`src/rtl/exc_entry_pkg.sv`:
```
package exc_entry_pkg;

   typedef enum logic [1:0] {
      GRP_NORMAL,
      GRP_ERROR,
      GRP_DEBUG,
      GRP_NONE
   } exc_group_e;

   localparam logic [5:0] KIND_NMI    = 6'd32;
   localparam logic [5:0] KIND_SRESET = 6'd33;
   localparam logic [5:0] KIND_DSTEP  = 6'd34;
   localparam logic [5:0] KIND_DEBUG  = 6'd35;

   localparam logic [4:0] CODE_INT   = 5'd0;
   localparam logic [4:0] CODE_TLBL  = 5'd2;
   localparam logic [4:0] CODE_TLBS  = 5'd3;
   localparam logic [4:0] CODE_CACHE = 5'd30;

   localparam logic [31:0] OFS_GENERAL   = 32'h0000_0180;
   localparam logic [31:0] OFS_REFILL    = 32'h0000_0000;
   localparam logic [31:0] OFS_IRQ       = 32'h0000_0200;
   localparam logic [31:0] OFS_CERR_BOOT = 32'h0000_0100;
   localparam logic [31:0] OFS_CERR_RUN  = 32'h2000_0100;

   function automatic exc_group_e kind_group(input logic [5:0] kind);
      if (kind < 6'd32)
         return GRP_NORMAL;
      else if (kind == KIND_NMI || kind == KIND_SRESET)
         return GRP_ERROR;
      else if (kind == KIND_DSTEP || kind == KIND_DEBUG)
         return GRP_DEBUG;
      else
         return GRP_NONE;
   endfunction

endpackage

```
`src/rtl/exc_resume_pc.sv`:
```
module exc_resume_pc #(
   parameter int XLEN = 32
) (
   input  logic [XLEN-1:0] pc_i,
   input  logic            isa16_i,
   input  logic            delay_slot_i,
   input  logic            branch16_i,
   output logic [XLEN-1:0] plain_o,
   output logic [XLEN-1:0] resume_o
);
   logic [XLEN-1:0] backup;

   always_comb begin
      plain_o = pc_i | XLEN'(isa16_i);
      if (!delay_slot_i)
         backup = '0;
      else if (branch16_i)
         backup = XLEN'(2);
      else
         backup = XLEN'(4);
      resume_o = plain_o - backup;
   end
endmodule

```
`src/rtl/exc_irq_vector.sv`:
```
module exc_irq_vector #(
   parameter int IRQ_LINES   = 8,
   parameter int SPACE_W     = 6,
   parameter int SPACE_SHIFT = 5,
   parameter bit EXT_VEC_EN  = 1'b1,
   parameter int OFS_W       = 32
) (
   input  logic [IRQ_LINES-1:0] pend_i,
   input  logic [SPACE_W-1:0]   space_i,
   input  logic                 use_int_i,
   input  logic                 use_ext_i,
   output logic                 vec_on_o,
   output logic [OFS_W-1:0]     offset_o
);
   localparam int IDX_W  = IRQ_LINES;
   localparam int STEP_W = SPACE_W + SPACE_SHIFT;
   localparam int PROD_W = IDX_W + STEP_W;

   if (IRQ_LINES < 2) begin : g_bad_lines
      $error("exc_irq_vector: IRQ_LINES must be at least 2");
   end
   if (OFS_W < PROD_W + 1) begin : g_bad_ofs
      $error("exc_irq_vector: OFS_W too narrow for the vector product");
   end

   logic [IDX_W-1:0]  pick [IRQ_LINES+1];
   logic [IDX_W-1:0]  idx;
   logic [STEP_W-1:0] step;
   logic [PROD_W-1:0] prod;
   logic              ext_sel;

   assign pick[IRQ_LINES] = IDX_W'(IRQ_LINES);
   for (genvar g = IRQ_LINES - 1; g >= 0; g--) begin : g_search
      assign pick[g] = pend_i[g] ? IDX_W'(g) : pick[g+1];
   end

   if (EXT_VEC_EN) begin : g_ext
      assign ext_sel = use_ext_i & ~use_int_i;
   end else begin : g_no_ext
      assign ext_sel = 1'b0;
   end

   always_comb begin
      idx      = ext_sel ? pend_i : pick[0];
      step     = {space_i, {SPACE_SHIFT{1'b0}}};
      prod     = PROD_W'(idx) * PROD_W'(step);
      vec_on_o = use_int_i | ext_sel;
      offset_o = OFS_W'(32'h200) + OFS_W'(prod);
   end
endmodule

```
`src/rtl/exc_target_calc.sv`:
```
module exc_target_calc
   import exc_entry_pkg::*;
#(
   parameter int              XLEN     = 32,
   parameter logic [XLEN-1:0] BEV_BASE = XLEN'(32'hBFC0_0200)
) (
   input  logic [4:0]      code_i,
   input  logic            bev_i,
   input  logic            exl_i,
   input  logic            refill_i,
   input  logic            iv_i,
   input  logic [XLEN-1:0] ebase_i,
   input  logic            vec_on_i,
   input  logic [XLEN-1:0] vec_offset_i,
   output logic [XLEN-1:0] target_o
);
   logic [XLEN-1:0] base;
   logic [XLEN-1:0] offset;

   always_comb begin
      base = bev_i ? BEV_BASE : {ebase_i[XLEN-1:10], 10'b0};
      case (code_i)
         CODE_INT: begin
            if (vec_on_i)
               offset = vec_offset_i;
            else if (iv_i)
               offset = XLEN'(OFS_IRQ);
            else
               offset = XLEN'(OFS_GENERAL);
         end
         CODE_TLBL, CODE_TLBS:
            offset = (refill_i && !exl_i) ? XLEN'(OFS_REFILL) : XLEN'(OFS_GENERAL);
         CODE_CACHE:
            offset = bev_i ? XLEN'(OFS_CERR_BOOT) : XLEN'(OFS_CERR_RUN);
         default:
            offset = XLEN'(OFS_GENERAL);
      endcase
      target_o = base + offset;
   end
endmodule

```
`src/rtl/exc_entry_unit.sv`:
```
module exc_entry_unit
   import exc_entry_pkg::*;
#(
   parameter int              XLEN        = 32,
   parameter int              IRQ_LINES   = 8,
   parameter int              SPACE_W     = 6,
   parameter int              SPACE_SHIFT = 5,
   parameter bit              EXT_VEC_EN  = 1'b1,
   parameter logic [XLEN-1:0] BEV_BASE    = XLEN'(32'hBFC0_0200),
   parameter logic [XLEN-1:0] ERR_VEC     = XLEN'(32'hBFC0_0000),
   parameter logic [XLEN-1:0] DBG_VEC     = XLEN'(32'hBFC0_0480)
) (
   input  logic                 clk_i,
   input  logic                 rst_ni,
   input  logic                 take_i,
   input  logic [5:0]           kind_i,
   input  logic [XLEN-1:0]      pc_i,
   input  logic                 isa16_i,
   input  logic                 delay_slot_i,
   input  logic                 branch16_i,
   input  logic                 exl_i,
   input  logic                 erl_i,
   input  logic                 bev_i,
   input  logic [XLEN-1:0]      ebase_i,
   input  logic [IRQ_LINES-1:0] irq_pend_i,
   input  logic                 iv_i,
   input  logic                 vec_int_i,
   input  logic                 vec_ext_i,
   input  logic [SPACE_W-1:0]   vec_space_i,
   input  logic                 refill_i,
   output logic                 redirect_o,
   output logic [XLEN-1:0]      new_pc_o,
   output logic [XLEN-1:0]      epc_o,
   output logic [XLEN-1:0]      error_epc_o,
   output logic [XLEN-1:0]      depc_o,
   output logic [4:0]           exc_code_o,
   output logic                 bd_o,
   output logic                 exl_o,
   output logic                 erl_o,
   output logic                 bev_o
);
   if (XLEN < 32) begin : g_bad_xlen
      $error("exc_entry_unit: XLEN must be at least 32");
   end

   exc_group_e      grp;
   logic [XLEN-1:0] plain_pc;
   logic [XLEN-1:0] resume_pc;
   logic            vec_on;
   logic [XLEN-1:0] vec_offset;
   logic [XLEN-1:0] target;

   assign grp = kind_group(kind_i);

   exc_resume_pc #(.XLEN(XLEN)) u_resume (
      .pc_i         (pc_i),
      .isa16_i      (isa16_i),
      .delay_slot_i (delay_slot_i),
      .branch16_i   (branch16_i),
      .plain_o      (plain_pc),
      .resume_o     (resume_pc)
   );

   exc_irq_vector #(
      .IRQ_LINES   (IRQ_LINES),
      .SPACE_W     (SPACE_W),
      .SPACE_SHIFT (SPACE_SHIFT),
      .EXT_VEC_EN  (EXT_VEC_EN),
      .OFS_W       (XLEN)
   ) u_vector (
      .pend_i    (irq_pend_i),
      .space_i   (vec_space_i),
      .use_int_i (vec_int_i),
      .use_ext_i (vec_ext_i),
      .vec_on_o  (vec_on),
      .offset_o  (vec_offset)
   );

   exc_target_calc #(
      .XLEN     (XLEN),
      .BEV_BASE (BEV_BASE)
   ) u_target (
      .code_i       (kind_i[4:0]),
      .bev_i        (bev_i),
      .exl_i        (exl_i),
      .refill_i     (refill_i),
      .iv_i         (iv_i),
      .ebase_i      (ebase_i),
      .vec_on_i     (vec_on),
      .vec_offset_i (vec_offset),
      .target_o     (target)
   );

   always_ff @(posedge clk_i) begin
      if (!rst_ni) begin
         redirect_o  <= 1'b0;
         new_pc_o    <= '0;
         epc_o       <= '0;
         error_epc_o <= '0;
         depc_o      <= '0;
         exc_code_o  <= '0;
         bd_o        <= 1'b0;
         exl_o       <= 1'b0;
         erl_o       <= 1'b0;
         bev_o       <= 1'b0;
      end else begin
         redirect_o <= 1'b0;
         if (take_i) begin
            case (grp)
               GRP_NORMAL: begin
                  redirect_o <= 1'b1;
                  new_pc_o   <= target;
                  exc_code_o <= kind_i[4:0];
                  if (!exl_i) begin
                     epc_o <= resume_pc;
                     bd_o  <= delay_slot_i;
                  end
                  exl_o <= 1'b1;
                  erl_o <= erl_i;
                  bev_o <= bev_i;
               end
               GRP_ERROR: begin
                  redirect_o  <= 1'b1;
                  new_pc_o    <= ERR_VEC;
                  error_epc_o <= resume_pc;
                  if (!exl_i)
                     bd_o <= 1'b0;
                  exl_o <= exl_i;
                  erl_o <= 1'b1;
                  bev_o <= 1'b1;
               end
               GRP_DEBUG: begin
                  redirect_o <= 1'b1;
                  new_pc_o   <= DBG_VEC;
                  depc_o     <= (kind_i == KIND_DSTEP) ? plain_pc : resume_pc;
                  if (!exl_i)
                     bd_o <= 1'b0;
                  exl_o <= exl_i;
                  erl_o <= erl_i;
                  bev_o <= bev_i;
               end
               default: ;
            endcase
         end
      end
   end
endmodule

```
`config.mk`:
```
export PLATFORM = sky130hd
export DESIGN_NAME = exc_entry_unit
export DESIGN_NICKNAME = d
export VERILOG_FILES = /design/src/rtl/exc_entry_pkg.sv /design/src/rtl/exc_resume_pc.sv /design/src/rtl/exc_irq_vector.sv /design/src/rtl/exc_target_calc.sv /design/src/rtl/exc_entry_unit.sv
export SDC_FILE = /design/constraint.sdc
export NUM_CORES = 1
export LEC_CHECK = 0
export ABC_AREA = 1
export CAP_MARGIN = 20
export CORE_MARGIN = 5
export CORE_UTILIZATION = 65
export DETAILED_ROUTE_END_ITERATION = 7
export DONT_BUFFER_PORTS = 1
export PLACE_DENSITY = 0.81
export REMOVE_ABC_BUFFERS = 1
export SYNTH_ARGS = -nofsm -noshare
export SYNTH_HDL_FRONTEND = slang
export SYNTH_SLANG_ARGS = --single-unit
```
`constraint.sdc`:
```
create_clock -name clk_i -period 8.67 [get_ports clk_i]
set_input_delay 2.1675 -clock clk_i [delete_from_list [all_inputs] [get_ports clk_i]]
set_output_delay 2.1675 -clock clk_i [all_outputs]
set_load 0.005 [all_outputs]
```
==> results by group, run 1 <==
Outcome
  • Status: completed

STA
  • Relative slew slack: 0.403
  • Crit share post-route: 0.859
  • Setup violators final: 0
  • Setup Total Neg Slack: 0 ns
  • Tmin final: 7.44 ns
  • Worst-Margin Slew: 0.895 ns
  • Hold Fails Final Rpt: 0
  • Final Skew: 0 ns
  • Max Clock Freq: 0.134 GHz
  • RSZ-0062 raised after global routing: no
  • Final WS setup: 1.23 ns
  • Slew Viols, Final: 0

Synth
  • Syn_area_per_cell: 6.62 um^2
  • Mux share of post-synthesis cell area: 0
  • Synth Area in Adders: 0.111
  • Post-synth cell types: 39
  • Synth Area in Compound Gates: 0.197
  • Main combinational cell family by area after synthesis: simple AND/OR/NAND/NOR gates
  • XOR/XNOR share of the synthesized area: 0.0195
  • Yosys reg bits: 133
  • Ys Warns: 0
  • Simple-gate share of the synthesized area: 0.254
  • Cell count after synthesis: 1,360
  • Seq/Total Area, Yosys: 0.296
  • Synthesized area: 0.00900 mm^2

Detailed routing
  • Total Routed Length: 25,600 um
  • Routed via count: 8,707
  • DRT iter0 DRCs: 728
  • DR DRC count: 0
  • Antenna-violating nets left: 0
  • Routed WL per cell: 16.7 um
  • Drt pass-1 iters: 8
  • Routed via count divided by cell count: 5.69

Floorplanning
  • Initial Utilization: 0.656
  • Core area: 0.0137 mm^2
  • Die width: 128 um
  • I/O Pins: 235
  • Std cell rows: 43
  • Die height: 128 um
  • Die footprint: 0.0163 mm^2

Clock network
  • Setup bufs post-CTS: 0
  • CTS tree: built
  • Hold_buf cts: 0
  • CTS max path bufs: 2
  • Clock root buffer: clkbuf_16
  • Clock Latency Late Sink: 0.42 ns
  • CTS H-tree lvls: 4
  • TritonCTS Buffers: 17
  • Worst-path clk slew: 0.07 ns
  • CTS resizes: 0
  • Clock Sinks: 133

Place
  • IO Port Bufs: 0
  • Pre-CTS setup slack: 0.824 ns
  • Global placer's final weighted congestion: 0.909
  • HPWL after detailed placement: 18,800 um

Run
  • Max cap viols: 0

GRT
  • Vias in the first global route: 8,329
  • Gr usage total: 0.314
  • GR Overflow Total: 0
  • Largest net degree at the start of global routing: 104
  • Initial antenna violation count: 0
  • First-pass GRT wire length: 41,500 um

Cells and area
  • Syn-to-layout area delta: 7.27%
  • Commonest non-fill, non-tap cell in the layout: nand2_1
  • Layout cell share with drive strength beyond 1: 0.0437
  • Fin nets: 1,497
  • FF/Latch Area: 0.00266 mm^2
  • Multi-input gate area: 0.00526 mm^2
  • Commonest cells after routing, fill and taps aside: nand2_1, inv_1, nor2_1
  • Fill cells: 1,204

Critical path
  • Worst setup path category: primary input to flip-flop
  • Worst EP required: 8.99 ns
  • Worst setup EP type: flip-flop
  • Worst path max stage delay: 0.57 ns
  • Setup crit start kind: primary input
  • CP dominant cell by count: nand2_1
  • Worst-path cell with the longest stage delay: fa_1
  • CP max FO: 9
  • WP data arrival: 7.77 ns

Power and ir drop
  • Sw power: 471 uW
  • Pleak: 0.00484 uW
  • Comb power frac: 0.130
  • Sequential Power Share: 0.403
  • Switching share of power: 0.292
  • Pwr Density: 167 mW/mm^2
  • Clock power frac: 0.468
  • Pint: 1140 uW
  • Maximum VDD drop: 0.000188 V

Min path
  • Hold Path Class: flip-flop to flip-flop
-- critical path: cells and delay by family --
family,cells,cell delay [ns]
AOI/OAI and AO/OA,2,0.76
xor gates and xnor gates,1,0.14
adders and majority gates,5,2.29
buffers and inverters,5,0.25
and+or+nand+nor,21,2.17
-- power groups by stage --
| stage | sequential (uW) | combinational, uW | clock [uW] |
|---|---|---|---|
| floorplan | 656 | 161 | 0 |
| global placement | 663 | 200 | 0 |
| detailed placement | 663 | 205 | 0 |
| CTS | 650 | 208 | 758 |
| global route | 652 | 242 | 788 |
| finish | 650 | 209 | 755 |
-- cells in the mapped netlist --
master	n	area share
nand2_1	244	0.10
inv_1	224	0.093
nor2_1	186	0.078
dfxtp_1	133	0.30
o21ai_0	127	0.071
a21oi_1	113	0.063
nand3_1	66	0.037
ha_1	37	0.051
o21bai_1	36	0.030
clkbuf_1	32	0.013
fa_1	27	0.060
o211ai_1	17	0.014
nand4_1	16	0.011
o21a_1	13	0.011
xor2_1	11	0.011
buf_2	10	0.0056
xnor2_1	9	0.0088
buf_4	8	0.0067
nor3_1	7	0.0039
nand3b_1	6	0.0050
or2_2	6	0.0042
a31oi_1	5	0.0035
nor2_2	5	0.0035
a21o_1	3	0.0025
nor2_4	3	0.0038
buf_1	2	0.00083
inv_2	2	0.00083
a21boi_0	1	0.00083
and2_1	1	0.00070
buf_6	1	0.0013
conb_1	1	0.00042
nand2_2	1	0.00070
nand3_2	1	0.0011
nor3b_1	1	0.00083
nor4_1	1	0.00070
nor4_4	1	0.0024
o21ai_1	1	0.00056
o22ai_1	1	0.00070
o31ai_1	1	0.00083
-- routing by layer --
layer  GRT usage  wire, um  part of all wire
met5           0         0                 0
met4       0.101       609             0.024
met3       0.120      3000              0.12
met2       0.500     11500              0.45
met1       0.396     10400              0.41
-- state kept, by name (all words and copies together), names as in the netlist, 5 cells and up --
| signal | flops |
|---|---|
| depc_o | 32 |
| epc_o | 32 |
| error_epc_o | 32 |
| new_pc_o | 27 |
| exc_code_o | 5 |
-- area by class of cell --
| type | count | area share |
|---|---|---|
| clock buffer | 17 | 0.0440 |
| sequential | 133 | 0.276 |
| tap | 180 | 0.0233 |
| timing repair buffer | 6 | 0.00466 |
| inverter | 226 | 0.0878 |
| multi-input combinational | 952 | 0.545 |
| clock inverter | 15 | 0.0192 |
| antenna | 1 | 0.000259 |
-- final timing paths --
path / from / endpoint / slack, ns / cells past startpoint
worst max-delay path: vec_int_i / new_pc_o[26]$_SDFFE_PN0P_ / 1.23 / 34
worst max register to register: epc_o[22]$_SDFFE_PN0P_ / epc_o[22]$_SDFFE_PN0P_ / 7.82 / 3
worst min-delay path: new_pc_o[11]$_SDFFE_PN0P_ / new_pc_o[11]$_SDFFE_PN0P_ / 0.48 / 2
worst min register to register: new_pc_o[11]$_SDFFE_PN0P_ / new_pc_o[11]$_SDFFE_PN0P_ / 0.48 / 2
-- stage by stage --
step                hold WS (ns)   util  cells  total power (uW)  area (um^2)
floorplan                  0.455      -   1311               818         8770
global placement           0.474  0.659   1497               863         9040
detailed placement         0.479  0.659   1497               868         9040
CTS                        0.487  0.704   1529              1620         9660
global route               0.503  0.704   1529              1680         9660
finish                     0.483  0.704   1530              1610         9660
-- kinds of logic after synthesis --
family / Yosys count
AO/OA/AOI/OAI: 318
XOR/XNOR: 20
adder cells (fa/ha/maj): 64
buffers and inverters: 279
flip-flops: 133
other: 1
AND/OR/NAND/NOR: 545
Power figures use the tool's default switching activity.
==> inputs of run 2 (changes only) <==
--- a/config.mk
+++ b/config.mk
@@ -11,7 +11,7 @@
 export CORE_UTILIZATION = 65
 export DETAILED_ROUTE_END_ITERATION = 7
 export DONT_BUFFER_PORTS = 1
-export PLACE_DENSITY = 0.81
+export PLACE_DENSITY = 0.92
 export REMOVE_ABC_BUFFERS = 1
 export SYNTH_ARGS = -nofsm -noshare
 export SYNTH_HDL_FRONTEND = slang
==> results by group, run 2 (same netlist as run 1, synthesis figures left out) <==
Detailed routing
  • Routed via count: 9,017 (+3.6%)
  • Antenna-violating nets left: 0 (unchanged)
  • DR DRC count: 0 (unchanged)
  • Routed via count divided by cell count: 5.90 (+3.6%)
  • Routed WL per cell: 17.4 um (+4.2%)
  • Total Routed Length: 26,600 um (+4.1%)
  • Drt pass-1 iters: 6 (-2)
  • DRT iter0 DRCs: 838 (+15%)

Power and ir drop
  • Pleak: 0.00483 uW (-0.11%)
  • Sequential Power Share: 0.411 (+0.008)
  • Switching share of power: 0.297 (+0.00515)
  • Maximum VDD drop: 0.000153 V (-19%)
  • Sw power: 471 uW (-0.14%)
  • Pint: 1110 uW (-2.6%)
  • Comb power frac: 0.134 (+0.004)
  • Clock power frac: 0.455 (-0.013)
  • Pwr Density: 164 mW/mm^2 (-1.8%)

Critical path
  • CP dominant cell by count: nand2_1
  • Worst-path cell with the longest stage delay: fa_1
  • Worst path max stage delay: 0.56 ns (about the same)
  • R2R depth: 3 (unchanged)
  • R2R Setup Slk: 7.75 ns (-0.07 ns)
  • Worst EP required: 9.00 ns (about the same)
  • Worst setup EP type: flip-flop
  • Worst Setup SP: vec_int_i
  • Setup crit start kind: primary input
  • CP max FO: 9 (unchanged)
  • Critical R2R Capture: error_epc_o[21]$_SDFFE_PN0P_
  • Reg2reg start: error_epc_o[21]$_SDFFE_PN0P_
  • Worst setup path category: primary input to flip-flop
  • CP Capture Point: new_pc_o[26]$_SDFFE_PN0P_
  • WP data arrival: 7.90 ns (+0.13 ns)

Floorplanning
  • Die width: 128 um (unchanged)
  • Std cell rows: 43 (unchanged)
  • Core area: 0.0137 mm^2 (unchanged)
  • Initial Utilization: 0.656 (unchanged)
  • Die footprint: 0.0163 mm^2 (unchanged)
  • Die height: 128 um (unchanged)
  • I/O Pins: 235 (unchanged)

STA
  • Crit share post-route: 0.874 (+0.0152)
  • Worst-Margin Slew: 0.868 ns (-0.0274 ns)
  • Hold Fails Final Rpt: 0 (unchanged)
  • Relative slew slack: 0.421 (+0.0183)
  • RSZ-0062 raised after global routing: no
  • Final Skew: 0 ns (unchanged)
  • Setup violators final: 0 (unchanged)
  • Max Clock Freq: 0.132 GHz (-1.7%)
  • Slew Viols, Final: 0 (unchanged)
  • Setup Total Neg Slack: 0 ns (unchanged)
  • Tmin final: 7.58 ns (+0.132 ns)
  • Final WS setup: 1.09 ns (-0.132 ns)

GRT
  • Largest net degree at the start of global routing: 104 (unchanged)
  • Vias in the first global route: 8,837 (+6.1%)
  • First-pass GRT wire length: 42,700 um (+3.0%)
  • Initial antenna violation count: 0 (unchanged)
  • GR Overflow Total: 0 (unchanged)
  • Gr usage total: 0.321 (+0.00649)

Cells and area
  • Syn-to-layout area delta: 7.14%
  • FF/Latch Area: 0.00266 mm^2 (unchanged)
  • Fill cells: 1,156 (-4.0%)
  • Multi-input gate area: 0.00526 mm^2 (about the same)
  • Fin nets: 1,497 (unchanged)
  • Commonest non-fill, non-tap cell in the layout: nand2_1
  • Commonest cells after routing, fill and taps aside: nand2_1, inv_1, nor2_1
  • Layout cell share with drive strength beyond 1: 0.0430 (-0.000741)
  • Top Registers: depc_o x32, epc_o x32, error_epc_o x32
  • Antenna fix cells: 0 (-1)

Clock network
  • TritonCTS Buffers: 17 (unchanged)
  • CTS H-tree lvls: 4 (unchanged)
  • CTS max path bufs: 2 (unchanged)
  • Clock Latency Late Sink: 0.42 ns (about the same)
  • Clock root buffer: clkbuf_16
  • Clock Sinks: 133 (unchanged)
  • CTS resizes: 0 (unchanged)
  • Hold_buf cts: 0 (unchanged)
  • CTS tree: built
  • Worst-path clk slew: 0.06 ns (about the same)
  • Setup bufs post-CTS: 0 (unchanged)

Outcome
  • Status: completed

Place
  • HPWL after detailed placement: 19,300 um (+2.5%)
  • Global placer's final weighted congestion: 0.964 (+6.0%)
  • Pre-CTS setup slack: 0.773 ns (-0.0510 ns)
  • IO Port Bufs: 0 (unchanged)

Run
  • Max cap viols: 0 (unchanged)

Min path
  • Hold Path Class: flip-flop to flip-flop
## run 2: cell count changes in the layout (fill, tap and decap cells not counted)
cell	change
clkinv_4	+1
inv_8	-2
diode_2	-1
nor2_1	+1
nor2_2	-1
inv_6	+2
buf_16	+1
buf_4	-1
bufinv_16	-1
## run 2: layout make-up
type                    instances  share of cell area
well taps                     180              0.0233
clock buffers                  17              0.0441
clock inverters                15              0.0165
inverters                     226              0.0879
flip-flops and latches        133               0.276
multi-input cells             952               0.545
repair buffers                  6             0.00674
## run 2: how the worst min path moves through the flow
stage,cells past startpoint,from,to
floorplan,2,bd_o$_SDFFE_PN0P_,bd_o$_SDFFE_PN0P_
global placement,2,new_pc_o[9]$_SDFFE_PN0P_,new_pc_o[9]$_SDFFE_PN0P_
detailed placement,2,new_pc_o[12]$_SDFFE_PN0P_,new_pc_o[12]$_SDFFE_PN0P_
CTS,2,new_pc_o[12]$_SDFFE_PN0P_,new_pc_o[12]$_SDFFE_PN0P_
global route,2,new_pc_o[20]$_SDFFE_PN0P_,new_pc_o[20]$_SDFFE_PN0P_
finish,2,new_pc_o[17]$_SDFFE_PN0P_,new_pc_o[17]$_SDFFE_PN0P_
## run 2: per-stage QoR
step / instances / hold WS (ns) / area [um^2] / util / power, uW
floorplan: 1311 / 0.455 / 8770 / - / 818
global placement: 1496 / 0.474 / 9030 / 0.659 / 860
detailed placement: 1496 / 0.483 / 9030 / 0.659 / 867
CTS: 1528 / 0.493 / 9620 / 0.701 / 1580
global route: 1529 / 0.511 / 9650 / 0.703 / 1650
finish: 1529 / 0.487 / 9650 / 0.703 / 1580
## run 2: metal layers
layer	global-route usage	vias to the layer above	share of wire	wire length, um
li1	-	4299	-	-
met2	0.513	496	0.45	12000
met4	0.140	0	0.039	1030
met3	0.0913	95	0.11	2950
met1	0.406	4127	0.40	10600
met5	0	-	0	0
## run 2: power groups by stage
stage / Clock [uW] / Sequential [uW] / Combinational (uW)
final: 721 / 650 / 212
after global routing: 750 / 652 / 245
after CTS: 723 / 650 / 209
after detailed placement: 0 / 663 / 204
after global placement: 0 / 663 / 197
after floorplan: 0 / 656 / 161
## run 2: critical path, delay by kind of cell
family | cells | cell delay [ns]
and+or+nand+nor | 21 | 2.24
AOI/OAI and AO/OA | 2 | 0.79
adders and majority gates | 5 | 2.29
xor gates and xnor gates | 1 | 0.15
buffers and inverters | 5 | 0.25
==> inputs of run 3 (changes only) <==
--- a/config.mk
+++ b/config.mk
@@ -5,7 +5,6 @@
 export SDC_FILE = /design/constraint.sdc
 export NUM_CORES = 1
 export LEC_CHECK = 0
-export ABC_AREA = 1
 export CAP_MARGIN = 20
 export CORE_MARGIN = 5
 export CORE_UTILIZATION = 65
==> results by group, run 3 <==
Detailed routing
  • Routed WL per cell: 19.4 um (+12%)
  • Routed via count: 7,602 (-16%)
  • DRT iter0 DRCs: 737 (-12%)
  • Drt pass-1 iters: 7 (+1)
  • Routed via count divided by cell count: 6.32 (+7.2%)
  • DR DRC count: 0 (unchanged)
  • Antenna-violating nets left: 0 (unchanged)
  • Total Routed Length: 23,400 um (-12%)

Clock network
  • Hold_buf cts: 0 (unchanged)
  • TritonCTS Buffers: 17 (unchanged)
  • Clock root buffer: clkbuf_16
  • Clock Sinks: 133 (unchanged)
  • CTS H-tree lvls: 4 (unchanged)
  • Worst-path clk slew: 0.06 ns (about the same)
  • CTS tree: built
  • CTS max path bufs: 2 (unchanged)
  • Clock Latency Late Sink: 0.42 ns (about the same)
  • Setup bufs post-CTS: 0 (unchanged)

Power and ir drop
  • Pleak: 0.00347 uW (-28%)
  • Pwr Total: 1610 uW (+1.8%)
  • Maximum VDD drop: 0.000132 V (-14%)
  • Pwr Density: 176 mW/mm^2 (+7.5%)

Floorplanning
  • I/O Pins: 235 (unchanged)
  • Std cell rows: 41 (-4.7%)
  • Die width: 124 um (-3.2%)
  • Core area: 0.0126 mm^2 (-8.0%)
  • Initial Utilization: 0.665 (+0.00921)
  • Die footprint: 0.0153 mm^2 (-6.2%)
  • Die height: 124 um (-3.2%)

Critical path
  • Worst setup path category: primary input to flip-flop
  • WP data arrival: 8.50 ns (+0.60 ns)
  • Worst setup EP type: flip-flop
  • Worst EP required: 8.98 ns (-0.02 ns)
  • Worst path max stage delay: 0.56 ns (about the same)
  • CP max FO: 8 (-1)
  • CP dominant cell by count: fa_1
  • Worst path bufs/invs: 2 (-3)
  • Top delay family on crit path: simple AND/OR/NAND/NOR gates
  • Worst-path cell with the longest stage delay: fa_1
  • Setup crit start kind: primary input

Synth
  • Post-synth top area share: 0.317 (+0.0213)
  • Area leader, netlist: dfxtp_1
  • Yosys reg bits: 133 (unchanged)
  • Top FF cell, synth: dfxtp_1
  • Top post-synthesis cells by area: dfxtp_1, fa_1, nor2_1, a211oi_1, ha_1
  • Synth top cells by count: nor2_1, dfxtp_1, a211oi_1
  • Most instantiated library cell after synthesis: nor2_1
  • Syn_area_per_cell: 8.10 um^2 (+22%)
  • Seq/Total Area, Yosys: 0.317 (+0.0213)
  • Synthesized area: 0.00840 mm^2 (-6.7%)
  • Post-synth cell types: 60 (+54%)
  • Ys Warns: 0 (unchanged)
  • Cell count after synthesis: 1,037 (-24%)
  • Post-synth ARST share: 0 (unchanged)
  • EDFF count, synth: 0 (unchanged)

STA
  • Min Hold Slack: 0.478 ns (-0.00904 ns)
  • Hold Fails Final Rpt: 0 (unchanged)
  • Crit share post-route: 0.944 (+0.0704)
  • Setup violators final: 0 (unchanged)
  • Slew Viols, Final: 0 (unchanged)
  • Max Clock Freq: 0.122 GHz (-7.5%)
  • Final WS setup: 0.483 ns (-0.611 ns)
  • Final Skew: 0 ns (unchanged)
  • RSZ-0062 raised after global routing: no
  • Tmin final: 8.19 ns (+0.611 ns)
  • Relative slew slack: 0.378 (-0.0433)
  • Worst-Margin Slew: 0.934 ns (+0.0660 ns)

Cells and area
  • Commonest cells after routing, fill and taps aside: nor2_1, dfxtp_1, a211oi_1
  • Fin nets: 1,177 (-21%)
  • Layout cell share with drive strength beyond 1: 0.0700 (+0.0270)
  • Final non-filler cell total: 1,202 (-21%)
  • Fill cells: 929 (-20%)
  • Commonest non-fill, non-tap cell in the layout: nor2_1
  • Top Registers: depc_o x32, epc_o x32, error_epc_o x32
  • Syn-to-layout area delta: 8.82%

Place
  • HPWL after detailed placement: 16,800 um (-13%)
  • Global placer's final weighted congestion: 0.903 (-6.3%)
  • IO Port Bufs: 0 (unchanged)
  • Pre-CTS setup slack: 0.0359 ns (-0.737 ns)
  • Post-Place Cells: 1,169 (-22%)

GRT
  • Vias in the first global route: 7,488 (-15%)
  • Largest net degree at the start of global routing: 67 (-36%)
  • Gr usage total: 0.307 (-0.0137)
  • M3 GR Usage: 0.129 (+0.0373)
  • GR Overflow Total: 0 (unchanged)
  • Initial antenna violation count: 1 (+1)
  • Grt met1 use: 0.335 (-0.0716)
  • GRT busiest layer: met2
  • First-pass GRT wire length: 37,200 um (-13%)
  • Grt met2 use: 0.514 (+0.000891)

Min path
  • Hold Path Class: flip-flop to flip-flop

Run
  • Max cap viols: 0 (unchanged)

Outcome
  • Status: completed
run 3: cell count changes after synthesis, moves of 19 or more:
cell / change
nand2_1: -183
inv_1: -169
a211oi_1: +68
o21ai_0: -65
a21oi_1: -54
nor2_1: -48
xnor2_1: +35
o21bai_1: -34
nand3_1: -30
nor2b_1: +24
and2_1: +19
and3_1: +19
clkbuf_1: +19
run 3: what timing repair did:
item,in CTS,in global routing
gates resized for setup,0,2
endpoints found under the hold margin,0,0
setup endpoints to repair,0,10
run 3: stage by stage:
stage	TNS [ns]	area [um^2]	utilization
finish	0	9140	0.724
global route	0	9140	0.724
CTS	0	9130	0.724
detailed placement	0	8510	0.674
global placement	0	8510	0.674
floorplan	-0.965	8150	-
run 3: kinds of logic (layout without fill, tap and decap cells):
group                    after synthesis  count (layout)  synth area share
AO/OA/AOI/OAI                        249             249             0.190
AND/OR/NAND/NOR                      394             394             0.232
XOR/XNOR                              73              73            0.0761
multiplexers                           7               7           0.00849
flip-flops                           133             133             0.317
adder cells (fa/ha/maj)               64              64             0.119
buffers and inverters                116             104            0.0560
other                                  1               6          0.000447
run 3: final timing paths:
kind	from	end	slack, ns	cells past startpoint
worst max-delay path	vec_ext_i	new_pc_o[28]$_SDFFE_PN0P_	0.48	25
worst min-delay path	exc_code_o[2]$_SDFFE_PN0P_	exc_code_o[2]$_SDFFE_PN0P_	0.48	2
worst max register to register	error_epc_o[27]$_SDFFE_PN0P_	error_epc_o[27]$_SDFFE_PN0P_	7.76	2
worst min register to register	exc_code_o[2]$_SDFFE_PN0P_	exc_code_o[2]$_SDFFE_PN0P_	0.48	2
run 3: tightest hold or removal path: stages, from the launching register on:
cell     delay (ns)
dfxtp_1        0.32
nand2_1        0.06
a21oi_1        0.05
run 3: area by class of cell:
type	count	area [um^2]	area share
Tap cell	172	215	0.0235
Antenna cell	1	2.50	0.000274
Clock inverter	13	170	0.0186
Timing Repair Buffer	16	120	0.0131
Multi-Input combinational cell	792	5310	0.581
Inverter	56	210	0.0230
Clock buffer	19	453	0.0496
Sequential cell	133	2660	0.291
run 3: per-layer routing:
| layer | vias up | part of all wire |
|---|---|---|
| met2 | 384 | 0.48 |
| met5 | - | 0 |
| met3 | 83 | 0.12 |
| li1 | 3583 | - |
| met1 | 3552 | 0.36 |
| met4 | 0 | 0.038 |
run 3: power breakdown:
part | switching (uW) | internal (uW) | total, uW
registers | 17.8 | 632 | 650
logic | 122 | 89.1 | 211
clock network | 280 | 472 | 752
